`config.mk`:
```
export PLATFORM = sky130hd
export DESIGN_NAME = adc_pair_formatter
export DESIGN_NICKNAME = d
export VERILOG_FILES = /design/src/rtl/adcfmt_pkg.sv /design/src/rtl/code_shaper.sv /design/src/rtl/conv_lane.sv /design/src/rtl/oe_delay.sv /design/src/rtl/adc_pair_formatter.sv
export SDC_FILE = /design/constraint.sdc
export NUM_CORES = 1
export LEC_CHECK = 0
export ABC_CLOCK_PERIOD_IN_PS = 2440
export BUFFER_PORTS_ARGS = -buffer_cell sky130_fd_sc_hd__buf_4
export CAP_MARGIN = 10
export CORE_MARGIN = 10
export CORE_UTILIZATION = 51
export CTS_BUF_LIST = sky130_fd_sc_hd__clkbuf_4
export DETAILED_ROUTE_END_ITERATION = 7
export PLACE_DENSITY = 0.82
export SLEW_MARGIN = 30
export SYNTH_ARGS = -nofsm -noshare
export SYNTH_HDL_FRONTEND = slang
export SYNTH_HIERARCHICAL = 1
export SYNTH_SLANG_ARGS = --single-unit
export TNS_END_PERCENT = 1
```
`constraint.sdc`:
```
create_clock -name clk_i -period 2.44 [get_ports clk_i]
set_input_delay 0.122 -clock clk_i [delete_from_list [all_inputs] [get_ports clk_i]]
set_output_delay 0.122 -clock clk_i [all_outputs]
set_load 0.01 [all_outputs]
```
`src/rtl/adcfmt_pkg.sv`:
```
package adcfmt_pkg;

  // Test pattern selection; the two pass-through codes are equivalent.
  typedef enum logic [1:0] {
    PAT_PASS  = 2'b00,
    PAT_ONES  = 2'b01,
    PAT_ZEROS = 2'b10,
    PAT_PASS2 = 2'b11
  } pat_e;

endpackage

```
`src/rtl/code_shaper.sv`:
```
module code_shaper
  import adcfmt_pkg::*;
#(
  parameter int W = 10
) (
  input  logic [W-1:0] code_i,
  input  logic         twos_i,
  input  logic [1:0]   pat_i,
  output logic [W-1:0] code_o
);

  localparam logic [W-1:0] MSB_MASK = {1'b1, {(W-1){1'b0}}};

  logic [W-1:0] coded;
  pat_e         pat;

  always_comb begin
    pat   = pat_e'(pat_i);
    coded = twos_i ? (code_i ^ MSB_MASK) : code_i;
    // Pattern overrides after coding so it is format independent.
    unique case (pat)
      PAT_ONES:  code_o = {W{1'b1}};
      PAT_ZEROS: code_o = {W{1'b0}};
      default:   code_o = coded;
    endcase
  end

endmodule

```
`src/rtl/conv_lane.sv`:
```
module conv_lane #(
  parameter int W   = 10,
  parameter int LAT = 6    // must be 2 or more
) (
  input  logic         clk_i,
  input  logic         rst_ni,
  input  logic         active_i,
  input  logic [W-1:0] code_i,
  input  logic         ovr_i,
  input  logic         twos_i,
  input  logic [1:0]   pat_i,
  output logic [W-1:0] code_o,
  output logic         ovr_o,
  output logic         vld_o
);

  localparam int LAST = LAT - 1;

  logic [W-1:0] code_q [LAT];
  logic [W-1:0] code_d [LAT];
  logic [LAT-1:0] ovr_q, ovr_d;
  logic [LAT-1:0] vld_q, vld_d;
  logic           was_active_q;
  logic           stage_en;
  logic [W-1:0]   shaped;

  code_shaper #(.W(W)) u_shaper (
    .code_i (code_q[LAST-1]),
    .twos_i (twos_i),
    .pat_i  (pat_i),
    .code_o (shaped)
  );

  // Advance while powered, plus one edge after power-down to flush.
  assign stage_en = active_i | was_active_q;

  always_comb begin
    code_d[0] = code_i;
    ovr_d[0]  = ovr_i;
    vld_d[0]  = 1'b1;
    for (int i = 1; i < LAT; i++) begin
      code_d[i] = code_q[i-1];
      ovr_d[i]  = ovr_q[i-1];
      vld_d[i]  = vld_q[i-1];
    end
    code_d[LAST] = shaped;
    if (!active_i) begin
      for (int i = 0; i < LAT; i++) begin
        code_d[i] = '0;
      end
      ovr_d = '0;
      vld_d = '0;
    end
  end

  always_ff @(posedge clk_i or negedge rst_ni) begin
    if (!rst_ni) begin
      for (int i = 0; i < LAT; i++) begin
        code_q[i] <= '0;
      end
      ovr_q        <= '0;
      vld_q        <= '0;
      was_active_q <= 1'b0;
    end else begin
      was_active_q <= active_i;
      if (stage_en) begin
        for (int i = 0; i < LAT; i++) begin
          code_q[i] <= code_d[i];
        end
        ovr_q <= ovr_d;
        vld_q <= vld_d;
      end
    end
  end

  assign code_o = code_q[LAST];
  assign ovr_o  = ovr_q[LAST];
  assign vld_o  = vld_q[LAST];

endmodule

```
`src/rtl/oe_delay.sv`:
```
module oe_delay #(
  parameter int DEPTH = 2
) (
  input  logic clk_i,
  input  logic rst_ni,
  input  logic hiz_i,
  output logic oe_o
);

  logic [DEPTH-1:0] en_q, en_d;

  always_comb begin
    en_d = {en_q[DEPTH-2:0], ~hiz_i};
  end

  always_ff @(posedge clk_i or negedge rst_ni) begin
    if (!rst_ni) begin
      en_q <= '1;
    end else begin
      en_q <= en_d;
    end
  end

  assign oe_o = en_q[DEPTH-1];

endmodule

```
`src/rtl/adc_pair_formatter.sv`:
```
module adc_pair_formatter #(
  parameter int CODE_W   = 10,
  parameter int LATENCY  = 6,
  parameter int OE_DELAY = 2
) (
  input  logic              clk_i,
  input  logic              rst_ni,
  input  logic [CODE_W-1:0] raw_a_i,
  input  logic [CODE_W-1:0] raw_b_i,
  input  logic              ovr_a_i,
  input  logic              ovr_b_i,
  input  logic              twos_i,
  input  logic [1:0]        pattern_i,
  input  logic              hiz_a_i,
  input  logic              hiz_b_i,
  input  logic              pd_a_i,
  input  logic              pd_b_i,
  input  logic              pd_all_i,
  output logic [CODE_W-1:0] data_a_o,
  output logic [CODE_W-1:0] data_b_o,
  output logic              dv_a_o,
  output logic              dv_b_o,
  output logic              ovr_a_o,
  output logic              ovr_b_o,
  output logic              oe_a_o,
  output logic              oe_b_o
);

  localparam int NUM_CH = 2;

  logic [CODE_W-1:0] raw_in  [NUM_CH];
  logic [CODE_W-1:0] code_out[NUM_CH];
  logic [NUM_CH-1:0] ovr_in, ovr_out, vld_out, hiz_in, pd_in, oe_out, active;

  assign raw_in[0] = raw_a_i;
  assign raw_in[1] = raw_b_i;
  assign ovr_in    = {ovr_b_i, ovr_a_i};
  assign hiz_in    = {hiz_b_i, hiz_a_i};
  assign pd_in     = {pd_b_i, pd_a_i};
  assign active    = ~(pd_in | {NUM_CH{pd_all_i}});

  for (genvar ch = 0; ch < NUM_CH; ch++) begin : g_ch
    conv_lane #(.W(CODE_W), .LAT(LATENCY)) u_lane (
      .clk_i    (clk_i),
      .rst_ni   (rst_ni),
      .active_i (active[ch]),
      .code_i   (raw_in[ch]),
      .ovr_i    (ovr_in[ch]),
      .twos_i   (twos_i),
      .pat_i    (pattern_i),
      .code_o   (code_out[ch]),
      .ovr_o    (ovr_out[ch]),
      .vld_o    (vld_out[ch])
    );

    oe_delay #(.DEPTH(OE_DELAY)) u_oe (
      .clk_i  (clk_i),
      .rst_ni (rst_ni),
      .hiz_i  (hiz_in[ch]),
      .oe_o   (oe_out[ch])
    );
  end

  assign data_a_o = code_out[0];
  assign data_b_o = code_out[1];
  assign dv_a_o   = vld_out[0];
  assign dv_b_o   = vld_out[1];
  assign ovr_a_o  = ovr_out[0];
  assign ovr_b_o  = ovr_out[1];
  assign oe_a_o   = oe_out[0];
  assign oe_b_o   = oe_out[1];

endmodule

```
# [Yosys cells after proc, flatten, opt, wreduce, memory -nomap -nowiden]
# Cells that the tools add are included.
[totals] word_cells=40 reg_bits=150 out_inout_bits=26 inputBits=32
[classes] n_mux=10 n_eq_ne=2 n_bitwise=8
[ops] operator="$mux 60" count=2
[ops] operator="$pmux 10 s2" count=2
[ops] operator="$mux 6" count=4
[ops] operator="$mux 10" count=2
[ops] operator="$not 1->1" count=4
[ops] operator="$eq 2x1->1 const B" count=1
[ops] operator="$eq 2x2->1 const B" count=1
[ops] operator="$not 2->2" count=1
[ops] operator="$or 1x1->1" count=2
[ops] operator="$or 2x2->2" count=1

# [Logic depth before layout (Yosys ltp)]
[depth] ltp_word=4 mapped_depth=6 depth_no_buf=5

# [Hierarchy]
# Netlist, hierarchy kept.
[modules_own_cells] module="conv_lane" seq_area_each_um2=1826.8 cells_each=271 area_per_inst_um2=2931.6 n_inst=2
[modules_own_cells] module="code_shaper" seq_area_each_um2=0.0 cells_each=26 area_per_inst_um2=143.9 n_inst=2
[modules_own_cells] module="oe_delay" seq_area_each_um2=52.6 cells_each=3 area_per_inst_um2=56.3 n_inst=2
[modules_own_cells] module="adc_pair_formatter" seq_area_each_um2=0.0 cells_each=2 area_per_inst_um2=7.5 n_inst=1

# [Worst setup path before layout]
# Ideal clock, no wire load.
[synth_path] kind="register -> register" from="register g_ch[0].u_lane.was_active_q" to="register g_ch[0].u_lane.code_q (netlist bit g_ch[0].u_lane/code_o[6])" setup_time_ns=0.066 t_required_ns=2.374 path_buffers=2 stages_incl_launch_ff=5 setup_slack_ns=1.378 t_arrival_ns=0.995 period_less_slack_ns=1.062 path_cell_list="dfrtp_1 buf_2 nor2_2 buf_4 a22o_1"
[synth_via] elab_chain_cells=1
[synth_lines] element="from (decl)" line="conv_lane.sv:23" source="logic was_active_q;"
[synth_lines] element="from (signal assigned)" line="conv_lane.sv:65" source="was_active_q <= active_i;"
[synth_lines] element="$or 1x1->1" line="conv_lane.sv:35" source="assign stage_en = active_i | was_active_q;"
[synth_lines] element="to (signal, indexed assignment)" line="conv_lane.sv:68" source="code_q[i] <= code_d[i];"
[synth_lines] element="to (decl)" line="conv_lane.sv:19" source="logic [W-1:0] code_q [LAT];"
# No other way between the ends.
# A chain may end at the register's enable or synchronous reset.

# [Final worst setup path]
[layout_path] from="input pd_all_i" to="register g_ch[0].u_lane.ovr_q[2]"
[layout_via] elab_chain_cells=3 word_cells_on_any_way=4 classes_between="mux (1); bitwise (3)"
[layout_lines] element="from (decl)" line="adc_pair_formatter.sv:18" source="input logic pd_all_i,"
[layout_lines] element="$or 2x2->2 *" line="adc_pair_formatter.sv:40" source="assign active = ~(pd_in | {NUM_CH{pd_all_i}});"
[layout_lines] element="$not 2->2 *" line="adc_pair_formatter.sv:40"
[layout_lines] element="named net active[0]" line="adc_pair_formatter.sv:33" source="logic [NUM_CH-1:0] ovr_in, ovr_out, vld_out, hiz_in, pd_in, oe_out, active;"
[layout_lines] element="$mux 6 or $or 1x1->1 (tied branches)" line="conv_lane.sv:47, conv_lane.sv:35"
[layout_lines] element="to (signal assigned)" line="conv_lane.sv:70" source="ovr_q <= ovr_d;"
[layout_lines] element="to (decl)" line="conv_lane.sv:21" source="logic [LAT-1:0] ovr_q, ovr_d;"
# The timed path passes the listed nets; every way through them passes the cells marked *.

==> out/summary.txt <==
Initial antenna violation count = 1
Die height = 131 um
Hold Crit Class = in2reg
Remaining antenna violation count after routing = 0
Setup tns final = 0 ns
Final Skew = 0.0146 ns
Syn Inst Count = 602
Worst hold path startpoint = twos_i
Reg clk slew, reported paths = 0.12 ns
R2R depth = 2
Global placer's final weighted congestion = 0.730
Hold Violations, Final = 0
DRC Markers = 0
Full die area = 17,100 um^2
Cell Rows = 40
First-pass iteration count of the detailed router = 5
Synth cell types = 20
TritonCTS clock tree = yes
Crit end category = flip-flop
Via count = 4,121
Core ar. = 12,000 um^2
WHS Path Cells = 4
Io pins = 58
Ys Warns = 6
Synth top area cells = dfrtp_1, nand2b_1, nand2_1
Area grow syn2layout = 14.8%
Die Wd = 131 um
Post-DP HPWL = 7.03 mm
DR WL/cell = 13.4 um
Maximum clock frequency = 601 MHz
Clock tree sinks = 150
Placed cell areas = 6600 um^2
Clk_lat worst skew = 0.54 ns
Status = completed
Hold endpoint = g_ch[0].u_lane/code_o[9]
Cell mode on critical path = dlygate4sd3_1
Crit path DAT = 2.13 ns
Slowest CP cell = dlygate4sd3_1
Vias in the first global route = 4,137
Largest net degree at the start of global routing = 65
Period Utilization, post-route = 68.2%
R2r startpoint = g_ch[0].u_lane/was_active_q
Flop2flop setup slack = 1.05 ns
Actual slew at the worst max-slew pin = 0.890 ns
Syn nets = 636
Static Leak = 3.38 nW
Sequential-to-total area share from yosys stat = 59.9%
Peak supply drop = 0.276 mV
Share of cells above drive strength 1 = 17.0%
Critical Path, Cell by Cell = dlygate4sd3_1 > buf_4 > nor2_4 > dlygate4sd3_1 > nand2_1 > o21ai_1
RSZ-0062 raised after global routing = no
#FFs+latches synth = 150
Post-synth top area cell = dfrtp_1
Max-slew violations = 0
CTS Buf Count = 17
Synth top area share = 58.3%
Drt via density = 5.07
CP Launch Type = input port
Fin nets = 686
Min Tclk post-route = 1.67 ns
Power density cells = 677 nW/um^2
Clock Path Buffers = 2
Drt first-iter violations = 321
Total Wirelength = 10.9 mm
Avg Synthesized Cell Area = 10.4 um^2
Endpoints failing setup = 0
Max cap viols = 0
GRT Residual Overflow = 0
H-tree levels = 4
Power Total = 4.87 mW
Reg-to-Reg End = g_ch[0].u_lane/code_o[8]
Critical Path RT = 2.90 ns
Crit path kind = in2reg
Cell Area, Synth = 6270 um^2
Worst slew margin = 40.6%
Initial core utilization = 52.2%
Root buffer cell = clkbuf_4
Setup Buffers After CTS = 0
CP max FO = 18
First-pass GRT wire length = 19.2 mm
Fin area = 7200 um^2
CP max stage delay = 0.82 ns
Tot GR Track Use = 13.7%
Port-buffer cells = 57
==> area by class of cell <==
| class | instances | area (um^2) |
|---|---|---|
| diodes | 1 | 2.50 |
| repair buffers | 95 | 800 |
| multi-input cells | 380 | 2110 |
| clock inverters | 14 | 176 |
| inverters | 8 | 30.0 |
| flip-flops and latches | 150 | 3760 |
| clock buffers | 18 | 135 |
| fillers | 1014 | 4810 |
| well taps | 147 | 184 |
==> where the power goes <==
| group | switching, mW | total, mW | internal (mW) |
|---|---|---|---|
| registers | 0.0966 | 2.75 | 2.66 |
| clock network | 0.877 | 1.61 | 0.730 |
| logic | 0.273 | 0.511 | 0.238 |
==> critical path: cells and delay by family <==
family                 cells  cell delay, ns
AOI/OAI and AO/OA          1            0.08
and+or+nand+nor            2            0.40
buffers and inverters      3            1.52
==> timing repair <==
action / 4_1_cts / 5_1_grt
gates resized for setup: 0 / 0
hold buffers: 28 / 0
endpoints found under the hold margin: 101 / 0
==> per-layer routing <==
metal / share of wire (%) / global-route usage [%] / vias to the layer above
met4: 1.2 / 5.89 / 0
met3: 6.2 / 4.23 / 10
met2: 45 / 20.5 / 95
met1: 48 / 18.2 / 1945
li1: - / - / 2071
met5: 0 / 0 / -
==> per-stage QoR <==
| step | hold WS [ns] | setup slack, ns | instances | utilization (%) |
|---|---|---|---|---|
| after floorplan | -0.174 | 1.38 | 602 | - |
| after global placement | 0.137 | 0.965 | 752 | 55.0 |
| after detailed placement | 0.138 | 0.869 | 752 | 55.0 |
| after CTS | 0.00255 | 0.833 | 812 | 59.9 |
| after global routing | 0.00611 | 0.654 | 813 | 59.9 |
| final | 0.0435 | 0.775 | 813 | 59.9 |
==> Yosys cell counts <==
master    number
o21ai_0       66
a22o_1        48
nor2_2         2
inv_1          8
nand2_1      128
xnor2_1        2
nand2b_1      94
buf_6          4
o21ai_1       28
ha_1           2
nand2b_4       2
buf_2         16
nor2_1         2
nand2_2        2
dfstp_2        4
buf_4         26
clkbuf_1      18
a21o_1         2
dfrtp_1      146
o21ai_2        2
==> state kept, by name, indices dropped and copies added (netlist names) <==
signal                    count
g_ch.u_lane/code_o           20
g_ch.u_lane/code_q          100
g_ch.u_lane/ovr_q            12
g_ch.u_lane/vld_q            12
g_ch.u_lane/was_active_q      2
g_ch.u_oe/en_q                4
==> worst max path at each step <==
stage | start | to | slack [ns] | cells past startpoint
floorplan | g_ch[0].u_lane/was_active_q | g_ch[0].u_lane/code_o[6] | 1.38 | 4
detailed placement | pd_all_i | g_ch[1].u_lane/code_o[6] | 0.87 | 5
finish | pd_all_i | g_ch[0].u_lane/ovr_q[2] | 0.77 | 6
CTS | pd_all_i | g_ch[0].u_lane/ovr_q[2] | 0.83 | 6
global placement | pd_all_i | g_ch[0].u_lane/code_q[23] | 0.97 | 5
global route | pd_all_i | g_ch[0].u_lane/vld_q[3] | 0.65 | 6
==> cell families (layout without fill, tap and decap cells) <==
kind of cell	Yosys count	in the layout	synth area share (%)
buffers and inverters	72	135	6.66
adder cells (fa/ha/maj)	2	2	0.399
AO/OA/AOI/OAI	146	146	14.7
XOR/XNOR	2	2	0.279
flip-flops	150	150	59.9
AND/OR/NAND/NOR	230	230	18.0
other	0	1	0
==> layout by cell type (no fill, tap or decap), types with 4 or more instances in the layout <==
cell type      count
dfrtp_1          146
nand2b_1          94
dfstp_2            4
nand2_1          128
clkbuf_4          18
inv_1              8
clkinvlp_4         5
o21ai_1           28
buf_4             65
dlygate4sd3_1     28
o21ai_0           66
a22o_1            48
No activity file was read; power rests on OpenSTA's default activity.
